--- src/rtl/i2c_bt_pkg.sv ---
package i2c_bt_pkg;

  typedef enum logic [2:0] {
    OP_START   = 3'd0,
    OP_RESTART = 3'd1,
    OP_SEND    = 3'd2,
    OP_RECV    = 3'd3,
    OP_STOP    = 3'd4
  } op_e;

  typedef enum logic [1:0] {
    ST_IDLE = 2'd0,
    ST_LOW  = 2'd1,
    ST_HIGH = 2'd2,
    ST_DONE = 2'd3
  } st_e;

  localparam int unsigned FIELD_W = 2;

endpackage

--- src/rtl/i2c_bt_tick.sv ---
module i2c_bt_tick #(
  parameter int unsigned CNT_W = 24
) (
  input  logic             clk,
  input  logic             rst_n,
  input  logic             clear,
  output logic [CNT_W-1:0] cnt
);

  // Phase-relative cycle counter: reads k after the k-th edge of a phase.
  always_ff @(posedge clk or negedge rst_n) begin
    if (!rst_n)     cnt <= '0;
    else if (clear) cnt <= '0;
    else            cnt <= cnt + CNT_W'(1);
  end

endmodule

--- src/rtl/i2c_bt_marks.sv ---
module i2c_bt_marks
  import i2c_bt_pkg::*;
#(
  parameter int unsigned DIV_W   = 16,
  parameter int unsigned CNT_W   = DIV_W + 8,
  parameter int unsigned VERSION = 1
) (
  input  logic               clk,
  input  logic               rst_n,
  input  logic               load,
  input  logic [DIV_W-1:0]   div_low,
  input  logic [DIV_W-1:0]   div_high,
  input  logic [FIELD_W-1:0] upd_cnt,
  input  logic [FIELD_W-1:0] sta_cnt,
  input  logic [FIELD_W-1:0] sto_cnt,
  output logic [CNT_W-1:0]   data_pt,
  output logic [CNT_W-1:0]   low_end,
  output logic [CNT_W-1:0]   high_end,
  output logic [CNT_W-1:0]   sample_pt,
  output logic [CNT_W-1:0]   sta_fall,
  output logic [CNT_W-1:0]   sta_done,
  output logic [CNT_W-1:0]   sto_rise
);

  localparam int unsigned MUL_W = DIV_W + 1;
  localparam int unsigned CW_W  = FIELD_W + 1;

  logic [MUL_W-1:0] l_q, h_q;
  logic [CNT_W-1:0] lw, hw, h8;

  // Capture the phase multipliers with the implicit +1 so zero never stalls.
  always_ff @(posedge clk or negedge rst_n) begin
    if (!rst_n) begin
      l_q <= MUL_W'(1);
      h_q <= MUL_W'(1);
    end else if (load) begin
      l_q <= MUL_W'(div_low) + MUL_W'(1);
      h_q <= MUL_W'(div_high) + MUL_W'(1);
    end
  end

  assign lw        = CNT_W'(l_q);
  assign hw        = CNT_W'(h_q);
  assign h8        = hw << 3;
  assign low_end   = (lw << 3) - CNT_W'(1);
  assign high_end  = h8 - CNT_W'(1);
  assign sample_pt = (hw << 2) - CNT_W'(1);

  generate
    if (VERSION == 0) begin : g_fixed
      // Fixed variant: SDA moves at 7/8 of the high phase, data at mid-low.
      logic [CNT_W-1:0] h7;
      assign h7       = h8 - hw;
      assign data_pt  = lw << 2;
      assign sta_fall = h7 - CNT_W'(1);
      assign sta_done = high_end;
      assign sto_rise = h7 - CNT_W'(1);
    end else begin : g_prog
      logic [CW_W-1:0]  s_q, u_q, p_q;
      logic [CNT_W-1:0] sw, uw, pw;

      always_ff @(posedge clk or negedge rst_n) begin
        if (!rst_n) begin
          s_q <= CW_W'(1);
          u_q <= CW_W'(1);
          p_q <= CW_W'(1);
        end else if (load) begin
          s_q <= CW_W'(upd_cnt) + CW_W'(1);
          u_q <= CW_W'(sta_cnt) + CW_W'(1);
          p_q <= CW_W'(sto_cnt) + CW_W'(1);
        end
      end

      assign sw       = CNT_W'(s_q);
      assign uw       = CNT_W'(u_q);
      assign pw       = CNT_W'(p_q);
      assign data_pt  = lw * sw;
      assign sta_fall = h8 * uw;
      assign sta_done = h8 * ((uw << 1) + CNT_W'(1)) - CNT_W'(1);
      assign sto_rise = h8 * pw;
    end
  endgenerate

endmodule

--- src/rtl/i2c_bt_seq.sv ---
module i2c_bt_seq
  import i2c_bt_pkg::*;
#(
  parameter int unsigned CNT_W = 24
) (
  input  logic             clk,
  input  logic             rst_n,
  input  logic             cmd_valid,
  output logic             cmd_ready,
  input  logic [2:0]       cmd_op,
  input  logic             cmd_wbit,
  input  logic             sda_in,
  input  logic [CNT_W-1:0] cnt,
  input  logic [CNT_W-1:0] data_pt,
  input  logic [CNT_W-1:0] low_end,
  input  logic [CNT_W-1:0] high_end,
  input  logic [CNT_W-1:0] sample_pt,
  input  logic [CNT_W-1:0] sta_fall,
  input  logic [CNT_W-1:0] sta_done,
  input  logic [CNT_W-1:0] sto_rise,
  output logic             cnt_clear,
  output logic             load,
  output logic             scl_oe,
  output logic             sda_oe,
  output logic             done,
  output logic             rd_bit
);

  st_e  state;
  op_e  op_q;
  logic wbit_q;
  logic sda_next;
  logic accept, low_last;

  assign cmd_ready = (state == ST_IDLE);
  assign accept    = cmd_ready && cmd_valid;
  assign low_last  = (state == ST_LOW) && (cnt == low_end);
  assign cnt_clear = accept || low_last;
  assign load      = accept;

  always_comb begin
    unique case (op_q)
      OP_SEND: sda_next = ~wbit_q;
      OP_STOP: sda_next = 1'b1;
      default: sda_next = 1'b0;
    endcase
  end

  always_ff @(posedge clk or negedge rst_n) begin
    if (!rst_n) begin
      state  <= ST_IDLE;
      op_q   <= OP_SEND;
      wbit_q <= 1'b0;
      scl_oe <= 1'b0;
      sda_oe <= 1'b0;
      done   <= 1'b0;
      rd_bit <= 1'b0;
    end else begin
      done <= 1'b0;
      unique case (state)
        ST_IDLE: begin
          if (cmd_valid) begin
            op_q   <= op_e'(cmd_op);
            wbit_q <= cmd_wbit;
            case (cmd_op)
              OP_START: begin
                state  <= ST_HIGH;
                scl_oe <= 1'b0;
                sda_oe <= 1'b0;
              end
              OP_RESTART, OP_SEND, OP_RECV, OP_STOP: begin
                state  <= ST_LOW;
                scl_oe <= 1'b1;
              end
              default: begin
                state <= ST_DONE;
                done  <= 1'b1;
              end
            endcase
          end
        end
        ST_LOW: begin
          if (cnt == data_pt) sda_oe <= sda_next;
          if (low_last) begin
            scl_oe <= 1'b0;
            state  <= ST_HIGH;
          end
        end
        ST_HIGH: begin
          case (op_q)
            OP_START, OP_RESTART: begin
              if (cnt == sta_fall) sda_oe <= 1'b1;
              if (cnt == sta_done) begin
                done  <= 1'b1;
                state <= ST_DONE;
              end
            end
            OP_STOP: begin
              if (cnt == sto_rise) begin
                sda_oe <= 1'b0;
                done   <= 1'b1;
                state  <= ST_DONE;
              end
            end
            default: begin
              if (op_q == OP_RECV && cnt == sample_pt) rd_bit <= sda_in;
              if (cnt == high_end) begin
                done  <= 1'b1;
                state <= ST_DONE;
              end
            end
          endcase
        end
        ST_DONE: state <= ST_IDLE;
        default: state <= ST_IDLE;
      endcase
    end
  end

  // Handshake: a transfer always closes the window for the next cycle.
  assert_accept_busy_R2: assert property (@(posedge clk) disable iff (!rst_n)
    (cmd_valid && cmd_ready) |=> !cmd_ready);

  // Completion is a single pulse and is followed by readiness.
  assert_done_pulse_R2: assert property (@(posedge clk) disable iff (!rst_n)
    done |=> (!done && cmd_ready));

  // The clock line is never held low between commands.
  assert_scl_free_idle_R12: assert property (@(posedge clk) disable iff (!rst_n)
    cmd_ready |-> !scl_oe);

  // SDA moves while SCL is released only for START, repeated START and STOP.
  assert_sda_steady_high_R5: assert property (@(posedge clk) disable iff (!rst_n)
    (!scl_oe && $past(!scl_oe) && (sda_oe != $past(sda_oe)))
      |-> (op_q inside {OP_START, OP_RESTART, OP_STOP}));

  // Only a receive may alter the returned bit.
  assert_rdbit_recv_only_R6: assert property (@(posedge clk) disable iff (!rst_n)
    !$stable(rd_bit) |-> (op_q == OP_RECV));

  // STOP completion leaves both lines released.
  assert_stop_frees_bus_R9: assert property (@(posedge clk) disable iff (!rst_n)
    (done && op_q == OP_STOP) |-> (!scl_oe && !sda_oe));

endmodule

--- src/rtl/i2c_bit_timer.sv ---
module i2c_bit_timer
  import i2c_bt_pkg::*;
#(
  parameter int unsigned DIV_W   = 16,
  parameter int unsigned VERSION = 1
) (
  input  logic               clk,
  input  logic               rst_n,
  input  logic               cmd_valid,
  output logic               cmd_ready,
  input  logic [2:0]         cmd_op,
  input  logic               cmd_wbit,
  input  logic [DIV_W-1:0]   div_low,
  input  logic [DIV_W-1:0]   div_high,
  input  logic [FIELD_W-1:0] upd_cnt,
  input  logic [FIELD_W-1:0] sta_cnt,
  input  logic [FIELD_W-1:0] sto_cnt,
  input  logic               sda_in,
  output logic               scl_oe,
  output logic               sda_oe,
  output logic               done,
  output logic               rd_bit,
  output logic [15:0]        version
);

  localparam int unsigned CNT_W = DIV_W + 8;

  logic [CNT_W-1:0] cnt;
  logic [CNT_W-1:0] data_pt, low_end, high_end, sample_pt;
  logic [CNT_W-1:0] sta_fall, sta_done, sto_rise;
  logic             cnt_clear, load;

  assign version = 16'(VERSION);

  i2c_bt_tick #(.CNT_W(CNT_W)) u_tick (
    .clk   (clk),
    .rst_n (rst_n),
    .clear (cnt_clear),
    .cnt   (cnt)
  );

  i2c_bt_marks #(.DIV_W(DIV_W), .CNT_W(CNT_W), .VERSION(VERSION)) u_marks (
    .clk       (clk),
    .rst_n     (rst_n),
    .load      (load),
    .div_low   (div_low),
    .div_high  (div_high),
    .upd_cnt   (upd_cnt),
    .sta_cnt   (sta_cnt),
    .sto_cnt   (sto_cnt),
    .data_pt   (data_pt),
    .low_end   (low_end),
    .high_end  (high_end),
    .sample_pt (sample_pt),
    .sta_fall  (sta_fall),
    .sta_done  (sta_done),
    .sto_rise  (sto_rise)
  );

  i2c_bt_seq #(.CNT_W(CNT_W)) u_seq (
    .clk       (clk),
    .rst_n     (rst_n),
    .cmd_valid (cmd_valid),
    .cmd_ready (cmd_ready),
    .cmd_op    (cmd_op),
    .cmd_wbit  (cmd_wbit),
    .sda_in    (sda_in),
    .cnt       (cnt),
    .data_pt   (data_pt),
    .low_end   (low_end),
    .high_end  (high_end),
    .sample_pt (sample_pt),
    .sta_fall  (sta_fall),
    .sta_done  (sta_done),
    .sto_rise  (sto_rise),
    .cnt_clear (cnt_clear),
    .load      (load),
    .scl_oe    (scl_oe),
    .sda_oe    (sda_oe),
    .done      (done),
    .rd_bit    (rd_bit)
  );

endmodule

--- config.mk ---
export PLATFORM = sky130hd
export DESIGN_NAME = i2c_bit_timer
export DESIGN_NICKNAME = d
export VERILOG_FILES = /design/src/rtl/i2c_bt_pkg.sv /design/src/rtl/i2c_bt_tick.sv /design/src/rtl/i2c_bt_marks.sv /design/src/rtl/i2c_bt_seq.sv /design/src/rtl/i2c_bit_timer.sv
export SDC_FILE = /design/constraint.sdc
export NUM_CORES = 1
export LEC_CHECK = 0
export ABC_CLOCK_PERIOD_IN_PS = 7800
export BUFFER_PORTS_ARGS = -buffer_cell sky130_fd_sc_hd__buf_2
export CAP_MARGIN = 30
export CORE_ASPECT_RATIO = 0.8
export CORE_UTILIZATION = 23
export DETAILED_ROUTE_END_ITERATION = 12
export SLEW_MARGIN = 20
export SYNTH_ARGS = -nofsm -noshare
export SYNTH_HDL_FRONTEND = slang
export SYNTH_HIERARCHICAL = 1
export SYNTH_SLANG_ARGS = --single-unit
--- constraint.sdc ---
create_clock -name clk -period 7.8 [get_ports clk]
set_input_delay 1.56 -clock clk [delete_from_list [all_inputs] [get_ports clk]]
set_output_delay 1.56 -clock clk [all_outputs]
set_load 0.005 [all_outputs]
==> results.sh, run 1 <==
export IMPL_tritoncts="done"
export IMPL_vias=11264
export IMPL_synthDistinctLibCells=86
export IMPL_cts_root_buf="clkbuf_16"
export IMPL_drive_above_1_share_pct=7.83
export IMPL_status="completed"
export IMPL_rows=80
export IMPL_max_freq_mhz=160
export IMPL_cp_required_ns=8.07
export IMPL_grt_pass1_vias=10676
export IMPL_hold_class="reg -> reg"
export IMPL_start_util_pct=23.3
export IMPL_grt_pass1_wl_mm=60.6
export IMPL_clock_sinks=77
export IMPL_antennaDiodeCount=0
export IMPL_ys_ff_latch=77
export IMPL_cp_start_kind="register"
export IMPL_detail_route_vias_per_cell=4.52
export IMPL_synth_area_top_cells="dfrtp_1 13%, fa_1 11%, xor2_1 10%"
export IMPL_arrival_ns=6.54
export IMPL_max_clock_path_buffers=2
export IMPL_netlist_instances=1753
export IMPL_post_synth_top_area_cell="dfrtp_1"
export IMPL_rsz0062_at_grt="no"
export IMPL_ant_nets=0
export IMPL_min_period_ns=6.27
export IMPL_synth_main_ff_cell="dfrtp_1"
export IMPL_die_area_mm2=0.0616
export IMPL_die_height_um=222
export IMPL_worstMarginPinSlew_ns=0.912
export IMPL_io_pins=67
export IMPL_slew_headroom_pct=38.4
export IMPL_grt_ovfl_total=0
export IMPL_ys_warn_count=6
export IMPL_wl_per_cell_um=15.2
export IMPL_fin_skew_ns=0.0231
export IMPL_timing_hold_ws_ns=0.500
export IMPL_yosysMostFrequentCell="inv_1"
export IMPL_cts_htree_levels=3
export IMPL_area_growth_pct=6.06
export IMPL_slew_viol_final=0
export IMPL_setup_viol=0
export IMPL_numPortBuffers=50
export IMPL_min_period_over_period_pct=80.3
export IMPL_clk_pin_slew_ns=0.07
export IMPL_ctsResizeCount=0
export IMPL_hold_viol=0
export IMPL_critical_path_class="reg -> reg"
export IMPL_numCtsBuffers=9
export IMPL_async_reset_ff_share_pct=100
export IMPL_gp_congestion=0.903
export IMPL_grt_usage_pct=12.5
export IMPL_path_max_fanout=18
export IMPL_drtIter0Drc=1027
export IMPL_ctsHoldBuffers=0
export IMPL_netlist_area_mm2=0.0139
export IMPL_dp_hpwl_mm=30.0
export IMPL_grt_max_degree=81
export IMPL_die_w_um=277
export IMPL_core_area_mm2=0.0598
export IMPL_fin_setup_tns_ns=0
export IMPL_critPathCaptureType="register"
export IMPL_clk_latency_ns=0.37
export IMPL_post_cts_setup_buffer_count=0
export IMPL_wirelength_mm=37.8
export IMPL_antenna_found_initial=0
export IMPL_synth_commonest_cells="215 x inv_1, 172 x nand2_1, 163 x xor2_1"
export IMPL_nets=1940
export IMPL_synth_top_area_share_pct=12.7
export IMPL_drc=0
export IMPL_maxCapViolations=0
export IMPL_synth_area_per_cell_um2=7.96
export IMPL_ys_seq_area_share_pct=13.9
export IMPL_synth_edff_count=0
export IMPL_firstDrtPassIters=6
stage by stage:
step                      setup WS (ns)  util (%)  instance area (µm²)  std cells
after floorplan                    2.14         -                14100       1788
after global placement             1.68      24.1                14400       2474
after detailed placement           1.58      24.1                14400       2474
after CTS                          1.51      24.7                14800       2490
after global routing               1.06      24.8                14800       2491
final                              1.53      24.8                14800       2491
critical path: stages, from the launching register on:
cell	delay [ns]
dfrtp_1	0.67
nand2_1	0.18
inv_1	0.09
ha_1	0.24
fa_1	0.51
inv_1	0.05
fa_1	0.48
inv_1	0.04
ha_1	0.37
o211ai_1	0.17
o211ai_2	0.22
nand4_1	0.20
a31o_1	0.27
a311oi_1	0.58
o211ai_2	0.26
a2111oi_4	0.33
xnor2_1	0.17
xnor2_1	0.14
nand4_1	0.09
nor4_1	0.41
a21boi_1	0.17
nor4_4	0.29
mux2i_1	0.23
logic make-up after synthesis:
kind of cell | after synthesis | share of synthesized area [%]
simple gates | 579 | 21.2
fa+ha+maj | 187 | 21.0
compound gates | 224 | 11.0
flops | 77 | 13.9
buf+inv | 363 | 12.4
mux | 22 | 1.73
other cells | 4 | 0.108
xor+xnor | 297 | 18.7
registers in the layout, summed over array words and instances (netlist names):
signal and cells:
u_tick/cnt 24, u_marks/h_q 17, u_marks/l_q 17, u_marks/g_prog.p_q 3, u_marks/g_prog.s_q 3, u_marks/g_prog.u_q 3
u_seq/op_q 3, u_seq/state 2, u_seq/done 1, u_seq/rd_bit 1, u_seq/scl_oe 1, u_seq/sda_oe 1
u_seq/wbit_q 1
per-layer routing:
layer	vias to the layer above	track usage [%]	wire (µm)
met5	-	0	0
met4	0	2.29	466
met3	26	2.69	2680
met2	299	17.4	15000
met1	5373	19.3	19700
li1	5566	-	-
path summary, 6_finish.rpt:
path	from	endpoint	slack (ns)	cells after the start
min in group asynchronous	rst_n	u_seq/rd_bit$_DFFE_PN0P_	1.06	1
hold reg to reg	u_seq/sda_oe$_DFFE_PN0P_	u_seq/sda_oe$_DFFE_PN0P_	0.50	1
setup / recovery	u_marks/g_prog.u_q[2]$_DFFE_PN0P_	u_seq/state[0]$_DFFE_PN0P_	1.53	22
max in group asynchronous	rst_n	u_marks/g_prog.p_q[0]$_DFFE_PN1P_	5.83	3
setup reg to reg	u_marks/g_prog.u_q[2]$_DFFE_PN0P_	u_seq/state[0]$_DFFE_PN0P_	1.53	22
hold / removal	u_seq/sda_oe$_DFFE_PN0P_	u_seq/sda_oe$_DFFE_PN0P_	0.50	1
layout make-up:
cell class / instances / area (µm²)
sequential: 77 / 1930
inverter: 216 / 811
timing repair buffer: 55 / 310
clock inverter: 6 / 116
fill: 6520 / 45000
multi-input combinational: 1348 / 10400
clock buffer: 10 / 229
tap: 779 / 975
layout by cell type, fill, tap and decap left out, drive strengths merged, types with 5 or more instances in the layout:
| master | Yosys | layout |
|---|---|---|
| inv | 216 | 218 |
| nand2 | 173 | 173 |
| xor2 | 164 | 164 |
| xnor2 | 133 | 133 |
| nor2 | 117 | 117 |
| ha | 109 | 109 |
| fa | 78 | 78 |
| a21oi | 76 | 76 |
| dfrtp | 71 | 71 |
| buf | 100 | 55 |
| and2 | 48 | 48 |
| nand4 | 44 | 44 |
| conb | 4 | 39 |
| o21ai | 39 | 39 |
| nand3 | 37 | 37 |
| nor4 | 35 | 35 |
| nor3 | 31 | 31 |
| a21o | 21 | 21 |
| mux2 | 17 | 17 |
| or3 | 16 | 16 |
| nor2b | 14 | 14 |
| nand2b | 14 | 14 |
| and3 | 14 | 14 |
| o21a | 10 | 10 |
| a31oi | 10 | 10 |
| clkbuf | 47 | 10 |
| a21boi | 9 | 9 |
| and4 | 9 | 9 |
| or2 | 7 | 7 |
| or4 | 7 | 7 |
| o211ai | 7 | 7 |
| dfstp | 6 | 6 |
| nand3b | 5 | 5 |
| mux2i | 5 | 5 |
| o31ai | 5 | 5 |
| a211oi | 5 | 5 |
Power of run 1 is left out: the tool's default activity adds up to more than one toggle a clock period on the data nets, which glitch-free logic cannot reach.
==> run 2: changes to the inputs <==
- ABC_AREA: unset -> 1
- ABC_CLOCK_PERIOD_IN_PS: 7800 -> 6410
- clock period: 7.8 -> 6.41 ns (I/O delays scaled with it)
==> run 2 against run 1 <==
Against the previous run:
- global-route usage grew 0.83 points
- synthesized cell count rose by 36%
- critical endpoint unchanged
- maximum frequency grew 18%
- register-to-register slack lost 0.43 ns
- area after synthesis grew 9.8%
- worst hold slack worse by 0.020 ns
- critical path depth is 12 higher
- cell area grew 9.8%
- wire length increased by 17%
- sequential share of layout area fell by 1.2 points
- sequential cell count unchanged
==> results.sh, run 2 <==
export IMPL_ys_ff_latch=77
export IMPL_min_period_ns=5.30
export IMPL_cts_root_buf="clkbuf_16"
export IMPL_reg_largest_list="u_tick/cnt: 24 flops, u_marks/h_q: 17 flops, u_marks/l_q: 17 flops"
export IMPL_seqCellArea_mm2=0.00193
export IMPL_fin_ws_ns=1.11
export IMPL_nets=2583
export IMPL_die_height_um=233
export IMPL_rows=84
export IMPL_slowest_delay_ns=0.77
export IMPL_netlist_area_mm2=0.0153
export IMPL_cellLeakagePower_nw=9.14
export IMPL_wl_per_cell_um=13.7
export IMPL_synthDistinctLibCells=60
export IMPL_final_area_mm2=0.0162
export IMPL_fin_skew_ns=0.0147
export IMPL_ctsResizeCount=0
export IMPL_synth_xor_area_share_pct=11.6
export IMPL_wl_met1_mm=22.8
export IMPL_wl_met3_mm=3.64
export IMPL_grt_ovfl_total=0
export IMPL_synth_top_area_share_pct=17.0
export IMPL_slew_headroom_pct=35.8
export IMPL_vias=13709
export IMPL_max_freq_mhz=189
export IMPL_ant_nets=0
export IMPL_die_w_um=290
export IMPL_yosysMostFrequentCell="nand2_1"
export IMPL_largest_register_ffs=24
export IMPL_drtIter0Drc=1020
export IMPL_clk_latency_ns=0.37
export IMPL_antenna_found_initial=0
export IMPL_cp_slowest_cell="dfrtp_1"
export IMPL_synthAdderAreaFrac_pct=19.1
export IMPL_powerDensity_mw_per_mm2=532
export IMPL_cts_htree_levels=3
export IMPL_numCtsBuffers=9
export IMPL_worst_path_buf_inv=6
export IMPL_ctsHoldBuffers=0
export IMPL_synth_top_family_by_area="simple AND/OR/NAND/NOR gates"
export IMPL_final_cell_mix="692 x nand2_1, 410 x inv_1, 200 x nor2_1"
export IMPL_highest_layer="met4"
export IMPL_rsz0062_at_grt="no"
export IMPL_start_util_pct=23.3
export IMPL_ys_seq_area_share_pct=12.6
export IMPL_synth_area_per_cell_um2=6.42
export IMPL_drive_above_1_share_pct=8.49
export IMPL_slew_viol_final=0
export IMPL_grt_max_degree=53
export IMPL_status="completed"
export IMPL_synth_commonest_cells="692 x nand2_1, 410 x inv_1, 200 x nor2_1"
export IMPL_wirelength_mm=44.2
export IMPL_synth_area_top_cells="nand2_1 17%, dfrtp_1 12%, fa_1 10%"
export IMPL_synth_main_ff_cell="dfrtp_1"
export IMPL_post_cts_setup_buffer_count=0
export IMPL_core_area_mm2=0.0658
export IMPL_maxCapViolations=0
export IMPL_async_reset_ff_share_pct=100
export IMPL_clock_sinks=77
export IMPL_pre_cts_slack_ns=1.19
export IMPL_critPathCaptureType="register"
export IMPL_min_period_over_period_pct=82.7
export IMPL_cp_required_ns=6.66
export IMPL_hold_class="reg -> reg"
export IMPL_mostFrequentLayoutCell="nand2_1"
export IMPL_route_met2_wl_mm=17.2
export IMPL_fillCellCount=7477
export IMPL_firstDrtPassIters=5
export IMPL_synthMuxAreaShare_pct=0
export IMPL_synth_simple_area_share_pct=32.3
export IMPL_critical_path_class="reg -> reg"
export IMPL_path_max_fanout=18
export IMPL_cp_start_kind="register"
export IMPL_max_clock_path_buffers=2
export IMPL_antennaDiodeCount=0
export IMPL_detail_route_vias_per_cell=4.26
export IMPL_clk_pin_slew_ns=0.07
export IMPL_hold_viol=0
export IMPL_postPlaceCellArea_mm2=0.0159
export IMPL_netlist_instances=2384
export IMPL_tritoncts="done"
export IMPL_drc=0
export IMPL_arrival_ns=5.56
export IMPL_dp_hpwl_mm=35.4
export IMPL_synth_compound_area_share_pct=7.21
export IMPL_vdd_drop_max_uv=239
export IMPL_multi_input_area_mm2=0.0109
export IMPL_ys_warn_count=6
export IMPL_fin_setup_tns_ns=0
export IMPL_post_synth_top_area_cell="nand2_1"
export IMPL_io_pins=67
export IMPL_critical_path_top_delay_family="simple AND/OR/NAND/NOR gates"
export IMPL_grt_pass1_wl_mm=70.5
export IMPL_worstMarginPinSlew_ns=0.954
export IMPL_setup_viol=0
export IMPL_numPortBuffers=50
export IMPL_die_area_mm2=0.0676
export IMPL_regMostFlops="u_tick/cnt"
export IMPL_grt_pass1_vias=12713
export IMPL_worst_path_most_repeated_cell="nand2_1"
export IMPL_area_growth_pct=6.13
export IMPL_gp_congestion=0.907
export IMPL_synth_edff_count=0
export IMPL_grt_usage_pct=13.3
## run 2: changes by cell type in the layout (fill, tap and decap cells not counted), moves of 18 or more
| cell | previous run | this run |
|---|---|---|
| nand2_2 | 1 | 19 |
| o21ai_0 | 38 | 75 |
| nand2_1 | 172 | 692 |
| nor4_1 | 32 | 3 |
| and2_1 | 48 | 2 |
| nor2_1 | 117 | 200 |
| inv_2 | 2 | 23 |
| nand3_1 | 35 | 79 |
| xnor2_1 | 133 | 52 |
| inv_1 | 214 | 410 |
## run 2: layout make-up
| type | count | area share (%) |
|---|---|---|
| multi-input cells | 1757 | 67.0 |
| clock inverters | 5 | 0.393 |
| flip-flops and latches | 77 | 11.9 |
| repair buffers | 66 | 2.29 |
| clock buffers | 11 | 1.56 |
| well taps | 860 | 6.62 |
| inverters | 439 | 10.2 |
## run 2: logic make-up after synthesis
family,count (synthesis)
AO/OA/AOI/OAI,205
XOR/XNOR,202
adder cells (fa/ha/maj),187
buffers and inverters,585
flip-flops,77
other,4
AND/OR/NAND/NOR,1124
## run 2: tightest hold or removal path, stage by stage, from the launching register on
cell	delay [ns]
dfrtp_1	0.34
o21ai_1	0.06
nand2_1	0.05
## run 2: metal layers
| metal | vias to the layer above | GRT usage [%] |
|---|---|---|
| met5 | - | 0 |
| li1 | 7042 | - |
| met3 | 31 | 3.30 |
| met2 | 368 | 18.8 |
| met1 | 6268 | 20.0 |
| met4 | 0 | 2.70 |
## run 2: final timing paths
kind                                                   start                          end  slack, ns  cells past startpoint
max reg2reg                u_marks/g_prog.u_q[1]$_DFFE_PN0P_   u_seq/state[0]$_DFFE_PN0P_       1.11                     34
min reg2reg                         u_seq/sda_oe$_DFFE_PN0P_     u_seq/sda_oe$_DFFE_PN0P_       0.48                      2
min                                 u_seq/sda_oe$_DFFE_PN0P_     u_seq/sda_oe$_DFFE_PN0P_       0.48                      2
max in group asynchronous                              rst_n  u_marks/l_q[16]$_DFFE_PN0P_       4.51                      2
max                        u_marks/g_prog.u_q[1]$_DFFE_PN0P_   u_seq/state[0]$_DFFE_PN0P_       1.11                     34
min in group asynchronous                              rst_n     u_seq/wbit_q$_DFFE_PN0P_       0.87                      1
## run 2: power by group
part           switching (mW)  total [mW]  internal, mW
combinational            4.41        6.89          2.47
clock                   0.237       0.564         0.327
sequential              0.532        1.19         0.658
total                    5.18        8.64          3.46
## run 2: stage by stage
step	utilization (%)	power (mW)	hold WS, ns	instances
after global placement	24.2	7.92	0.469	3198
after global routing	24.7	9.70	0.513	3215
after detailed placement	24.2	7.98	0.480	3199
after floorplan	-	6.59	0.446	2419
final	24.7	8.64	0.480	3215
after CTS	24.7	8.60	0.493	3215
Power figures use the tool's default switching activity.
==> run 3: changes to the inputs <==
- ABC_CLOCK_PERIOD_IN_PS: 6410 -> 5300
- clock period: 6.41 -> 5.3 ns (I/O delays scaled with it)
==> run 3 against run 2 <==
Against the previous run:
- die area stayed put
- sequential cell count stayed put
- sequential power grew 7%
- critical path depth is 3 higher
- worst setup slack got worse by 0.66 ns
- highest routed layer unchanged
- global-route usage is 0.14 points higher
- largest cell class unchanged
- cell area grew 2.1%
==> results.sh, run 3 (same netlist as run 2, synthesis figures left out) <==
export IMPL_route_met2_wl_mm=17.5
export IMPL_slowest_delay_ns=0.51
export IMPL_drtIter0Drc=1043
export IMPL_cellLeakagePower_nw=9.24
export IMPL_cts_htree_levels=3
export IMPL_clockPowerShare_pct=5.5
export IMPL_grt_pass1_wl_mm=70.9
export IMPL_wl_per_cell_um=13.9
export IMPL_grt_pass1_vias=12659
export IMPL_final_core_util_pct=25.2
export IMPL_numCtsBuffers=9
export IMPL_final_area_mm2=0.0166
export IMPL_rows=84
export IMPL_vias=13926
export IMPL_critical_path_top_delay_family="simple AND/OR/NAND/NOR gates"
export IMPL_numPortBuffers=50
export IMPL_nets=2607
export IMPL_grt_usage_pct=13.4
export IMPL_min_period_over_period_pct=91.6
export IMPL_highest_layer="met4"
export IMPL_cp_required_ns=5.56
export IMPL_die_height_um=233
export IMPL_slew_headroom_pct=39.3
export IMPL_drive_above_1_share_pct=10.6
export IMPL_worst_path_most_repeated_cell="nand2_1"
export IMPL_fin_ws_ns=0.445
export IMPL_mostFrequentLayoutCell="nand2_1"
export IMPL_min_period_ns=4.86
export IMPL_cp_start_kind="register"
export IMPL_core_area_mm2=0.0658
export IMPL_antennaDiodeCount=0
export IMPL_critical_path_class="reg -> reg"
export IMPL_drc=0
export IMPL_start_util_pct=23.3
export IMPL_path_max_fanout=9
export IMPL_clock_sinks=77
export IMPL_pre_cts_slack_ns=0.160
export IMPL_postPlaceCellArea_mm2=0.0161
export IMPL_arrival_ns=5.11
export IMPL_net_switching_power_mw=6.52
export IMPL_status="completed"
export IMPL_wirelength_mm=45.0
export IMPL_cts_root_buf="clkbuf_16"
export IMPL_critPathCaptureType="register"
export IMPL_antenna_found_initial=1
export IMPL_slew_viol_final=0
export IMPL_p_seq_share_pct=11.6
export IMPL_fin_cells=3239
export IMPL_hold_viol=0
export IMPL_timing_hold_ws_ns=0.484
export IMPL_grt_max_degree=53
export IMPL_worst_path_buf_inv=8
export IMPL_powerDensity_mw_per_mm2=663
export IMPL_die_area_mm2=0.0676
export IMPL_firstDrtPassIters=5
export IMPL_wl_met1_mm=23.3
export IMPL_gp_congestion=0.929
export IMPL_clk_pin_slew_ns=0.07
export IMPL_swShare_pct=59.2
export IMPL_setup_viol=0
export IMPL_detail_route_vias_per_cell=4.30
export IMPL_grt_ovfl_total=0
export IMPL_ant_nets=0
export IMPL_dp_hpwl_mm=36.1
export IMPL_p_int_mw=4.49
export IMPL_area_growth_pct=8.39
export IMPL_vdd_drop_max_uv=341
export IMPL_worstMarginPinSlew_ns=0.901
export IMPL_max_freq_mhz=206
export IMPL_tritoncts="done"
export IMPL_io_pins=67
export IMPL_largest_register_ffs=24
export IMPL_hold_class="reg -> reg"
export IMPL_clk_latency_ns=0.37
export IMPL_die_w_um=290
export IMPL_wl_met3_mm=3.54
export IMPL_fin_skew_ns=0.0136
export IMPL_maxCapViolations=0
export IMPL_max_clock_path_buffers=2
export IMPL_dp_cells=3218
export IMPL_reg_largest_list="u_tick/cnt: 24 flops, u_marks/h_q: 17 flops, u_marks/l_q: 17 flops"
export IMPL_final_cell_mix="686 x nand2_1, 410 x inv_1, 199 x nor2_1"
export IMPL_cp_slowest_cell="fa_1"
export IMPL_regMostFlops="u_tick/cnt"
export IMPL_ctsHoldBuffers=0
export IMPL_comb_power_share_pct=82.9
## run 3: worst register-to-register path, delay by kind of cell (launching register included)
| family | cells | cell delay [ns] |
|---|---|---|
| simple gates | 25 | 2.13 |
| fa+ha+maj | 4 | 1.61 |
| flops | 1 | 0.45 |
| buf+inv | 8 | 0.55 |
## run 3: worst paths after layout
| path | from | end | slack [ns] | cells after the start |
|---|---|---|---|---|
| setup / recovery | u_marks/g_prog.u_q[2]$_DFFE_PN0P_ | u_seq/state[0]$_DFFE_PN0P_ | 0.44 | 37 |
| hold / removal | u_seq/sda_oe$_DFFE_PN0P_ | u_seq/sda_oe$_DFFE_PN0P_ | 0.48 | 2 |
| setup reg to reg | u_marks/g_prog.u_q[2]$_DFFE_PN0P_ | u_seq/state[0]$_DFFE_PN0P_ | 0.44 | 37 |
| hold reg to reg | u_seq/sda_oe$_DFFE_PN0P_ | u_seq/sda_oe$_DFFE_PN0P_ | 0.48 | 2 |
| max in group asynchronous | rst_n | u_marks/l_q[13]$_DFFE_PN0P_ | 3.62 | 2 |
| min in group asynchronous | rst_n | u_seq/wbit_q$_DFFE_PN0P_ | 0.65 | 1 |
## run 3: power groups by stage
stage / Sequential, mW / Clock (mW) / Combinational, mW
2_1_floorplan: 0.906 / 0 / 7.07
3_3_place_gp: 1.28 / 0 / 8.50
3_5_place_dp: 1.28 / 0 / 8.53
4_1_cts: 1.27 / 0.631 / 8.59
5_1_grt: 1.31 / 0.643 / 10.3
6_report: 1.27 / 0.604 / 9.13
## run 3: layout make-up
type	count	area (µm²)
fill	7404	49200
multi-input combinational	1757	11100
sequential	77	1940
inverter	439	1660
tap	860	1080
timing repair buffer	90	591
clock buffer	10	229
clock inverter	6	40.0
## run 3: through the flow
| step | power, mW | TNS (ns) |
|---|---|---|
| floorplan | 7.98 | 0 |
| global placement | 9.78 | 0 |
| detailed placement | 9.81 | 0 |
| CTS | 10.5 | 0 |
| global route | 12.3 | -0.0130 |
| finish | 11.0 | 0 |
## run 3: metal layers
| metal | vias to the layer above | global-route usage, % |
|---|---|---|
| li1 | 7100 | - |
| met1 | 6368 | 20.5 |
| met2 | 417 | 18.9 |
| met3 | 41 | 2.77 |
| met4 | 0 | 2.98 |
| met5 | - | 0 |
## run 3: repair_timing
action	4_1_cts	5_1_grt
setup buffers	0	5
hold endpoints to repair	0	0
endpoints found under the setup margin	0	3
gates resized for setup	0	39
